[src/rtl/adjreg_i2c_pkg.sv]
// Shared constants, types and default values for the adjustment register slave.
// Assumes 8-bit subaddresses and one command register inside the bank.
package adjreg_i2c_pkg;

    localparam int          BYTE_W      = 8;
    localparam logic [7:0]  ADDR_WRITE  = 8'h8C;
    localparam logic [7:0]  ADDR_READ   = 8'h8D;
    localparam int          SRST_BIT    = 7;
    localparam int          XCLR_BIT    = 6;
    localparam logic [7:0]  CMD_KEEP    = 8'h3F;
    localparam logic [7:0]  DAC_DEFAULT = 8'h40;
    localparam logic [7:0]  CMD_DEFAULT = 8'h00;

    typedef enum logic [2:0] {
        PH_IDLE,
        PH_ADDR,
        PH_SUB,
        PH_DATA,
        PH_READ
    } phase_t;

    // Default content of one register; the command register differs from the rest.
    function automatic logic [7:0] reg_default(input logic is_cmd);
        return is_cmd ? CMD_DEFAULT : DAC_DEFAULT;
    endfunction

endpackage

[src/rtl/adjreg_i2c_filter.sv]
// Synchronizes one bus line and passes a new level only after it has held
// for STABLE_CYCLES consecutive clocks. Assumes the idle level is high.
module adjreg_i2c_filter #(
    parameter int STABLE_CYCLES = 7
) (
    input  logic clk,
    input  logic rst_n,
    input  logic line_raw,
    output logic line_clean
);
    localparam int CNT_W = $clog2(STABLE_CYCLES + 1);

    logic [1:0]       sync_q;
    logic [CNT_W-1:0] hold_cnt;

    // Two-flop synchronizer, then a run-length counter that accepts a level change.
    always_ff @(posedge clk) begin
        if (!rst_n) begin
            sync_q     <= 2'b11;
            hold_cnt   <= '0;
            line_clean <= 1'b1;
        end else begin
            sync_q <= {sync_q[0], line_raw};
            if (sync_q[1] == line_clean) begin
                hold_cnt <= '0;
            end else if (hold_cnt == CNT_W'(STABLE_CYCLES - 1)) begin
                line_clean <= sync_q[1];
                hold_cnt   <= '0;
            end else begin
                hold_cnt <= hold_cnt + 1'b1;
            end
        end
    end

endmodule

[src/rtl/adjreg_i2c_proto.sv]
// Bus protocol engine: detects start and stop, shifts bytes MSB first,
// acknowledges, auto-increments the subaddress and serves the status byte.
// Assumes filtered lines whose phases last many clocks.
module adjreg_i2c_proto
    import adjreg_i2c_pkg::*;
(
    input  logic        clk,
    input  logic        rst_n,
    input  logic        scl_f,
    input  logic        sda_f,
    input  logic [7:0]  status_byte,
    output logic        sda_oe,
    output logic        wr_en,
    output logic [7:0]  wr_addr,
    output logic [7:0]  wr_data,
    output phase_t      phase
);
    logic       scl_d, sda_d;
    logic       is_start, is_stop, scl_rise, scl_fall;
    logic [3:0] bit_cnt;
    logic [7:0] rx_shift;
    logic [7:0] tx_shift;
    logic [7:0] sub_ptr;
    logic       is_read;

    // One-cycle history of the filtered lines for edge and condition detection.
    always_ff @(posedge clk) begin
        if (!rst_n) begin
            scl_d <= 1'b1;
            sda_d <= 1'b1;
        end else begin
            scl_d <= scl_f;
            sda_d <= sda_f;
        end
    end

    // Decode bus conditions from the current and previous line levels.
    always_comb begin
        is_start = scl_f && scl_d && sda_d && !sda_f;
        is_stop  = scl_f && scl_d && !sda_d && sda_f;
        scl_rise = scl_f && !scl_d;
        scl_fall = !scl_f && scl_d;
    end

    // Main sequencer: bit counting, acknowledge slots, writes and status shifting.
    always_ff @(posedge clk) begin
        if (!rst_n) begin
            phase    <= PH_IDLE;
            bit_cnt  <= '0;
            rx_shift <= '0;
            tx_shift <= '0;
            sub_ptr  <= '0;
            is_read  <= 1'b0;
            sda_oe   <= 1'b0;
            wr_en    <= 1'b0;
            wr_addr  <= '0;
            wr_data  <= '0;
        end else begin
            wr_en <= 1'b0;
            if (is_stop) begin
                phase   <= PH_IDLE;
                bit_cnt <= '0;
                sda_oe  <= 1'b0;
            end else if (is_start) begin
                phase   <= PH_ADDR;
                bit_cnt <= '0;
                sda_oe  <= 1'b0;
            end else if (phase != PH_IDLE) begin
                if (scl_rise) begin
                    if (bit_cnt < 4'd8) begin
                        if (phase != PH_READ) begin
                            rx_shift <= {rx_shift[6:0], sda_f};
                        end
                        bit_cnt <= bit_cnt + 4'd1;
                    end else if (bit_cnt == 4'd9 && phase == PH_READ && sda_f) begin
                        phase <= PH_IDLE;
                    end
                end
                if (scl_fall) begin
                    if (bit_cnt == 4'd8) begin
                        bit_cnt <= 4'd9;
                        case (phase)
                            PH_ADDR: begin
                                if (rx_shift == ADDR_WRITE) begin
                                    is_read <= 1'b0;
                                    sda_oe  <= 1'b1;
                                end else if (rx_shift == ADDR_READ) begin
                                    is_read <= 1'b1;
                                    sda_oe  <= 1'b1;
                                end else begin
                                    phase <= PH_IDLE;
                                end
                            end
                            PH_SUB: begin
                                sub_ptr <= rx_shift;
                                sda_oe  <= 1'b1;
                            end
                            PH_DATA: begin
                                wr_en   <= 1'b1;
                                wr_addr <= sub_ptr;
                                wr_data <= rx_shift;
                                sub_ptr <= sub_ptr + 8'd1;
                                sda_oe  <= 1'b1;
                            end
                            default: begin
                                sda_oe <= 1'b0;
                            end
                        endcase
                    end else if (bit_cnt == 4'd9) begin
                        bit_cnt <= '0;
                        sda_oe  <= 1'b0;
                        case (phase)
                            PH_ADDR: begin
                                if (is_read) begin
                                    phase    <= PH_READ;
                                    tx_shift <= status_byte;
                                    sda_oe   <= ~status_byte[7];
                                end else begin
                                    phase <= PH_SUB;
                                end
                            end
                            PH_SUB:  phase <= PH_DATA;
                            PH_READ: begin
                                tx_shift <= status_byte;
                                sda_oe   <= ~status_byte[7];
                            end
                            default: phase <= phase;
                        endcase
                    end else if (phase == PH_READ && bit_cnt != 4'd0) begin
                        tx_shift <= {tx_shift[6:0], 1'b0};
                        sda_oe   <= ~tx_shift[6];
                    end
                end
            end
        end
    end

endmodule

[src/rtl/adjreg_i2c_bank.sv]
// Register bank: one byte register per subaddress with defaults, a command
// register whose action bits reload defaults or pulse the latch clear.
// Assumes CMD_ADDR lies below NUM_REGS; writes past the bank are dropped.
module adjreg_i2c_bank
    import adjreg_i2c_pkg::*;
#(
    parameter int NUM_REGS = 20,
    parameter int CMD_ADDR = 17
) (
    input  logic                  clk,
    input  logic                  rst_n,
    input  logic                  wr_en,
    input  logic [7:0]            wr_addr,
    input  logic [7:0]            wr_data,
    output logic [NUM_REGS*8-1:0] regs_flat,
    output logic                  xray_clr
);
    localparam logic [7:0] CMD_SUB = 8'(CMD_ADDR);

    logic cmd_hit;
    logic soft_reset;

    // Decode command register actions from the current write.
    always_comb begin
        cmd_hit    = wr_en && (wr_addr == CMD_SUB);
        soft_reset = cmd_hit && wr_data[SRST_BIT];
    end

    for (genvar g = 0; g < NUM_REGS; g++) begin : g_reg
        localparam logic [7:0] MY_SUB  = 8'(g);
        localparam logic       MY_CMD  = (g == CMD_ADDR);
        localparam logic [7:0] MY_DEF  = reg_default(MY_CMD);
        localparam logic [7:0] MY_KEEP = MY_CMD ? CMD_KEEP : 8'hFF;
        logic [7:0] value_q;

        // Hold one register: defaults on reset or soft reset, else accept a hit.
        always_ff @(posedge clk) begin
            if (!rst_n || soft_reset) begin
                value_q <= MY_DEF;
            end else if (wr_en && wr_addr == MY_SUB) begin
                value_q <= wr_data & MY_KEEP;
            end
        end

        assign regs_flat[g*8 +: 8] = value_q;
    end

    // One-cycle clear strobe for the external X-ray latch.
    always_ff @(posedge clk) begin
        if (!rst_n) begin
            xray_clr <= 1'b0;
        end else begin
            xray_clr <= cmd_hit && wr_data[XCLR_BIT];
        end
    end

endmodule

[src/rtl/adjreg_i2c_slave.sv]
// Top level: filters both bus lines, runs the protocol engine and holds the
// register bank. Assumes bus lines that are slow next to clk and status
// inputs synchronous to clk.
module adjreg_i2c_slave
    import adjreg_i2c_pkg::*;
#(
    parameter int NUM_REGS    = 20,
    parameter int CMD_ADDR    = 17,
    parameter int FILT_CYCLES = 7
) (
    input  logic                  clk,
    input  logic                  rst_n,
    input  logic                  scl_in,
    input  logic                  sda_in,
    input  logic                  pll_unlocked,
    input  logic                  xray_latched,
    output logic                  sda_oe,
    output logic [NUM_REGS*8-1:0] regs_flat,
    output logic                  xray_clr
);
    localparam int LINES = 2;

    logic [LINES-1:0] raw_lines;
    logic [LINES-1:0] clean_lines;
    logic [7:0]       status_w;
    logic             wr_en_w;
    logic [7:0]       wr_addr_w;
    logic [7:0]       wr_data_w;
    phase_t           phase_w;

    assign raw_lines = {sda_in, scl_in};
    assign status_w  = {6'b000000, pll_unlocked, xray_latched};

    for (genvar l = 0; l < LINES; l++) begin : g_filt
        adjreg_i2c_filter #(
            .STABLE_CYCLES(FILT_CYCLES)
        ) u_filt (
            .clk       (clk),
            .rst_n     (rst_n),
            .line_raw  (raw_lines[l]),
            .line_clean(clean_lines[l])
        );
    end

    adjreg_i2c_proto u_proto (
        .clk        (clk),
        .rst_n      (rst_n),
        .scl_f      (clean_lines[0]),
        .sda_f      (clean_lines[1]),
        .status_byte(status_w),
        .sda_oe     (sda_oe),
        .wr_en      (wr_en_w),
        .wr_addr    (wr_addr_w),
        .wr_data    (wr_data_w),
        .phase      (phase_w)
    );

    adjreg_i2c_bank #(
        .NUM_REGS(NUM_REGS),
        .CMD_ADDR(CMD_ADDR)
    ) u_bank (
        .clk      (clk),
        .rst_n    (rst_n),
        .wr_en    (wr_en_w),
        .wr_addr  (wr_addr_w),
        .wr_data  (wr_data_w),
        .regs_flat(regs_flat),
        .xray_clr (xray_clr)
    );

endmodule

[config.mk]
export PLATFORM = sky130hd
export DESIGN_NAME = adjreg_i2c_slave
export DESIGN_NICKNAME = d
export VERILOG_FILES = /design/src/rtl/adjreg_i2c_pkg.sv /design/src/rtl/adjreg_i2c_filter.sv /design/src/rtl/adjreg_i2c_proto.sv /design/src/rtl/adjreg_i2c_bank.sv /design/src/rtl/adjreg_i2c_slave.sv
export SDC_FILE = /design/constraint.sdc
export NUM_CORES = 1
export LEC_CHECK = 0
export ABC_AREA = 1
export BUFFER_PORTS_ARGS = -buffer_cell sky130_fd_sc_hd__buf_4
export CAP_MARGIN = 25
export CORE_UTILIZATION = 53
export DETAILED_ROUTE_END_ITERATION = 10
export PLACE_DENSITY = 0.77
export SYNTH_ARGS = -nofsm -noshare
export SYNTH_HDL_FRONTEND = slang
export SYNTH_SLANG_ARGS = --single-unit
[constraint.sdc]
create_clock -name clk -period 1.9 [get_ports clk]
set_input_delay 0.285 -clock clk [delete_from_list [all_inputs] [get_ports clk]]
set_output_delay 0.285 -clock clk [all_outputs]
set_load 0.01 [all_outputs]
==> impl_metrics.ini, run 1 <==
[layout]
final_cell_mix = dfxtp_1, buf_4, a21oi_1
post_route_cells_drive_above_1_share = 0.2931
final_common_cell = dfxtp_1
layout-area-overhead-vs-synth_pct = 25.90
fill_cells = 1304
antenna_cells = 0
finish.instance_area_um2 = 11050
final_nets = 1224

[placement]
dpl_cell_area_um2 = 10260
port_buffers = 165
detailed_place_hpwl_um = 14950
place.gp.congestion = 0.9171

[min_path]
hold_crit_start = rst_n
whs_endpoint = u_proto.scl_d
hold-path-cell-count = 2
timing.hold.worst.class = input port to flop

[floorplanning]
die-area_um2 = 17080
initial_core_util = 0.5486
floorplan.core_area_um2 = 16000
die_extent_in_y_um = 130.7
fp-row-count = 46
horizontal_die_dimension_um = 130.7
pin_count = 168

[worst_setup_path]
critical_path_class = flop to flop
required_ns = 2.25
critPathLaunchType = flop
startpoint = u_proto.wr_addr[5]
r2r_start = u_proto.wr_addr[5]
path_max_fanout = 31
reg2reg_depth = 9
crit_path_end_kind = flop
worstReg2RegEnd = u_bank.g_reg[1].value_q[0]
worst_reg2reg_setup_slack_ns = 0.14
crit_arrival_ns = 2.11

[synth]
syn-instance-count = 1034
mean_post_synth_cell_area_um2 = 8.489
dominantRegCellSynth = dfxtp_1
synthesized_flop_and_latch_total = 222
synth_sequential_area_ratio = 0.5063
number_of_enable_type_register_cells_in_the_synthesized_netlist = 0
syn_area_um2 = 8777
yosysUniqueCellTypes = 38
yosys_warnings = 0
async_reset_ff_frac = 0

[global_route]
grt_antenna_before_repair = 0
grt_first_pass_wirelength_um = 34460
grt.overflow.total = 0
grt.total_usage = 0.2567
grt_pass1_vias = 6812
maximum_number_of_pins_on_one_net_before_global_route_repair = 56

[clocking]
htree_levels = 1
postCtsSetupBuffers = 0
tritoncts = done
numCtsBuffers = 23
cts.sink_count = 222
maximum_count_of_clock_buffers_along_a_single_path = 3
clkLatencyLatePin_ns = 0.50
clk_transition_reported_paths_ns = 0.06
cts-root-buf = clkbuf_16

[route]
drt_pass1_iterations = 5
routed-via-count = 7701
met2_wirelength_um = 10900
routedWlPerCell_um = 15.50
detailroute.wirelength.met3_um = 1379
drc_violation_total_after_the_first_tritonroute_iteration = 573
drtAntennaViolNets = 0
metal1_wirelength_um = 9416
vias_per_cell = 5.344
detail_route.wirelength_um = 22330
top_layer_used = met4
drcViolationCount = 0

[timing]
setup_repair_after_global_routing_missed_its_margin = false
finalWorstPathRequiredPeriod_ns = 1.760
skew_ns = 0.01269
timing.final.max_slew_violations = 0
timing.setup.tns_ns = 0
tightest_slew_ns = 0.6922
final.period_utilization = 0.9262
hold_violations = 0
setup_viol_count_final = 0
slew_headroom = 0.5380
max_freq_ghz = 0.5683

[pwr]
pwr_density_cell_nw_per_um2 = 845.5
peakVddDrop_mv = 0.6595
power.share.sequential = 0.499
sw_frac_of_total = 0.1993
p_leak_uw = 0.004837
clkPwrFrac = 0.484
combPwrFrac = 0.017
power_report.internal_total_uw = 7481
total_switching_power_uw = 1862

[outcome]
result_of_the_run = complete, no violations

[job]
max_cap_violations = 0
-- cells in the mapped netlist (all sizes together) (5+ instances only) --
cell	n	area (um2)
nand3	21	122.6
clkbuf	17	63.81
or2	6	37.54
ha	8	100.1
o211ai	5	37.54
dfxtp	222	4444
nand2	147	571.8
buf	36	287.8
nor2	112	613.1
a21oi	186	930.9
o21ai	155	1020
nor3	19	100.1
inv	79	296.5
-- worst max-delay path by stage --
stage          depth (start not counted)  slack (ns)                         end
3_3_place_gp                           9        0.24  u_bank.g_reg[2].value_q[0]
4_1_cts                                9        0.13  u_bank.g_reg[1].value_q[0]
2_1_floorplan                         10        0.28          u_proto.wr_data[0]
5_1_grt                                9       0.003  u_bank.g_reg[3].value_q[0]
6_report                               9        0.14  u_bank.g_reg[1].value_q[0]
3_5_place_dp                           9        0.13  u_bank.g_reg[1].value_q[0]
-- layout make-up --
class | instances | area, um2 | share of cell area
timing repair buffer | 203 | 1579 | 0.1429
tap | 216 | 270.3 | 0.02446
inverter | 80 | 302.8 | 0.02740
multi-input combinational | 680 | 3685 | 0.3334
sequential | 222 | 4444 | 0.4022
clock buffer | 36 | 694.4 | 0.06284
clock inverter | 4 | 75.07 | 0.006793
-- registers in the layout, indices dropped and copies added (netlist names), 2 cells and up --
register / count
g_filt.u_filt.hold_cnt: 6
g_filt.u_filt.line_clean: 2
g_filt.u_filt.sync_q: 4
u_bank.g.value_q: 158
u_proto.bit_cnt: 4
u_proto.phase: 3
u_proto.rx_shift: 8
u_proto.sub_ptr: 8
u_proto.tx_shift: 7
u_proto.wr_addr: 8
u_proto.wr_data: 8
-- per-stage QoR --
| step | setup WS (ns) | hold slack (ns) | util | total power [uW] | instances |
|---|---|---|---|---|---|
| after floorplan | 0.2816 | 0.3916 | - | 4891 | 1035 |
| after global placement | 0.2357 | 0.3941 | 0.6413 | 4916 | 1399 |
| after detailed placement | 0.1332 | 0.3983 | 0.6413 | 4918 | 1399 |
| after CTS | 0.1293 | 0.08903 | 0.6906 | 9424 | 1441 |
| after global routing | 0.002642 | 0.1049 | 0.6906 | 9615 | 1441 |
| final | 0.1403 | 0.1043 | 0.6906 | 9343 | 1441 |
-- critical path, stage by stage, from the launching register on --
cell and delay [ns]:
dfxtp_1 0.32, nor3_2 0.25, nand3_2 0.20, nor2_8 0.13, nand2_2 0.06, nand2_2 0.11, inv_4 0.16, buf_4 0.22
o21ai_0 0.10, a21oi_1 0.07
-- routing by layer --
layer | up-vias | GRT usage
li1 | 3798 | -
met2 | 254 | 0.4314
met5 | - | 0
met4 | 0 | 0.08587
met1 | 3595 | 0.3354
met3 | 54 | 0.04235
-- power groups by stage --
stage               Combinational (uW)  Clock [uW]  Sequential (uW)
floorplan                          127           0             4760
finish                             156        4530             4660
CTS                                156        4610             4660
global placement                   151           0             4760
global route                       170        4790             4660
detailed placement                 153           0             4770
-- logic make-up (layout without fill, tap and decap cells) --
family	after synthesis	count (layout)	synth area share
AOI/OAI and AO/OA	355	355	0.2338
buffers and inverters	133	323	0.07427
xor gates and xnor gates	6	6	0.005987
other	1	2	0.0004272
DFF	222	222	0.5063
adders and majority gates	8	8	0.01140
and+or+nand+nor	309	309	0.1678
-- timing repair --
| action | CTS | global route |
|---|---|---|
| endpoints found under the hold margin | 2 | 0 |
| hold buffers | 2 | 0 |
| gates resized for setup | 0 | 0 |
(Power assumes the default switching activity.)
==> run 2: changes to the inputs <==
- CORE_UTILIZATION: 53 -> 25
- PLACE_DENSITY: 0.77 -> not set
==> run 2 against run 1 <==
Effect of this change:
- clock-buffer cell count is 2 lower
- largest cell class unchanged
- critical endpoint is now u_bank.g_reg[15].value_q[5]
- worst setup slack improved by 0.024 ns
- register-to-register slack improved by 0.02 ns
- die area grew 110%
- sequential share of layout area shrank 1.5 points
- clock skew decreased by 0.0045 ns
- cell area up 3.9%
- largest power group is now clock
- routed wire length grew 12%
- global-route usage down 12 points
- highest routed layer unchanged
- combinational power about the same
==> impl_metrics.ini, run 2 (synthesis gave the netlist of run 1 again) <==
[worst_setup_path]
reg2reg_depth = 9
required_ns = 2.28
worst_reg2reg_setup_slack_ns = 0.16
critical_path_class = flop to flop
timing.critical_path.max_delay_family = simple AND/OR/NAND/NOR gates
path_max_fanout = 24
worstReg2RegEnd = u_bank.g_reg[15].value_q[5]
crit_path_end_kind = flop
critPathLaunchType = flop
critical_path.max_stage_delay_ns = 0.32
crit_buf_inv = 2
crit_arrival_ns = 2.11
crit_path_frequent_cell = nand2_2
r2r_start = u_proto.wr_addr[5]
cp_cell_instances = nor3_2 -> nand3_2 -> nor2_8 -> nand2_2 -> nand2_2 -> inv_4 -> buf_4 -> o21ai_0 -> a21oi_1
cpMaxStageDelayCell = dfxtp_1

[timing]
skew_ns = 0.008187
finalWorstPathRequiredPeriod_ns = 1.736
slew_headroom = 0.4816
timing.setup.tns_ns = 0
final.hold.worst_slack_ns = 0.08805
max_freq_ghz = 0.5760
setup_viol_count_final = 0
setup_repair_after_global_routing_missed_its_margin = false
tightest_slew_ns = 0.7767
hold_violations = 0
timing.final.max_slew_violations = 0
final.period_utilization = 0.9137

[min_path]
hold-path-cell-count = 2
hold_crit_start = rst_n
timing.hold.worst.class = input port to flop
whs_endpoint = u_proto.sda_d

[layout]
layout-area-overhead-vs-synth_pct = 30.83
final_cell_mix = dfxtp_1, buf_4, a21oi_1
antenna_cells = 0
final_common_cell = dfxtp_1
final_nets = 1230
post_route_cells_drive_above_1_share = 0.3056
final_instance_count_without_filler_cells = 1692
register_with_the_most_flip_flops = u_bank.g.value_q
fill_cells = 3601
largest_reg_flops = 158

[route]
drc_violation_total_after_the_first_tritonroute_iteration = 474
vias_per_cell = 4.432
detail_route.wirelength_um = 24930
routedWlPerCell_um = 14.74
drt_pass1_iterations = 5
routed-via-count = 7499
drtAntennaViolNets = 0
drcViolationCount = 0

[clocking]
clk_transition_reported_paths_ns = 0.06
postCtsSetupBuffers = 0
cts.sink_count = 222
numCtsBuffers = 27
htree_levels = 1
maximum_count_of_clock_buffers_along_a_single_path = 3
tritoncts = done
clkLatencyLatePin_ns = 0.53
cts-root-buf = clkbuf_16

[global_route]
grt_antenna_before_repair = 0
grt.overflow.total = 0
maximum_number_of_pins_on_one_net_before_global_route_repair = 56
grt.total_usage = 0.1324
grt_first_pass_wirelength_um = 37920
grt_pass1_vias = 6693

[placement]
port_buffers = 165
detailed_place_hpwl_um = 17200
place.gp.congestion = 0.8224
post-place-cells = 1639

[pwr]
total_switching_power_uw = 2213
sw_frac_of_total = 0.2228
post-layout-total-power_uw = 9933
combPwrFrac = 0.016
clkPwrFrac = 0.515
p_leak_uw = 0.004878
power.share.sequential = 0.469
pwr_density_cell_nw_per_um2 = 865.0
power_report.internal_total_uw = 7721
peakVddDrop_mv = 0.6866

[floorplanning]
fp-row-count = 68
horizontal_die_dimension_um = 189.4
pin_count = 168
die_extent_in_y_um = 189.4
die-area_um2 = 35860
initial_core_util = 0.2541
floorplan.core_area_um2 = 34540

[outcome]
result_of_the_run = complete, no violations

[job]
max_cap_violations = 0
==> run 2: power groups by stage <==
| stage | combinational [uW] | clock (uW) | sequential [uW] |
|---|---|---|---|
| after CTS | 156 | 5260 | 4660 |
| final | 154 | 5120 | 4660 |
| after floorplan | 127 | 0 | 4760 |
| after global routing | 170 | 5460 | 4660 |
| after global placement | 152 | 0 | 4760 |
| after detailed placement | 152 | 0 | 4770 |
==> run 2: repair_timing <==
item	in CTS	in global routing
hold buffers	2	0
setup endpoints to repair	0	10
hold endpoints to repair	2	0
resized for setup	0	7
==> run 2: area by class of cell <==
class	instances	area, um2	share of cell area
multi-input cells	680	3699	0.3221
inverters	80	306.5	0.02669
clock inverters	16	172.7	0.01504
repair buffers	204	1562	0.1360
flip-flops and latches	222	4446	0.3871
repair inverters	1	7.507	0.0006537
well taps	455	569.3	0.04958
clock buffers	34	721.9	0.06287
==> run 2: metal layers <==
metal,up-vias,GRT usage,wire [um]
li1,3824,-,-
met1,3452,0.1758,11130
met2,194,0.2226,12020
met3,29,0.02150,1430
met4,0,0.03164,344
met5,-,0,0
==> run 2: how the worst max path moves through the flow <==
stage	from	end	slack [ns]	cells after the start
6_report	u_proto.wr_addr[5]	u_bank.g_reg[15].value_q[5]	0.16	9
5_1_grt	u_proto.bit_cnt[1]	u_proto.tx_shift[6]	0.02	12
4_1_cts	u_proto.bit_cnt[0]	u_proto.tx_shift[4]	0.13	11
3_5_place_dp	u_proto.bit_cnt[0]	u_proto.tx_shift[4]	0.13	11
3_3_place_gp	u_proto.bit_cnt[0]	u_proto.tx_shift[4]	0.18	11
2_1_floorplan	u_proto.bit_cnt[0]	u_proto.wr_data[0]	0.28	10
==> run 2: through the flow <==
stage                     utilization  worst slack (ns)  instance area (um2)
final                          0.3324            0.1639                11480
after global routing           0.3324           0.01719                11480
after CTS                      0.3317            0.1294                11460
after detailed placement       0.3052            0.1322                10540
after global placement         0.3052            0.1768                10540
after floorplan                     -            0.2816                 8781
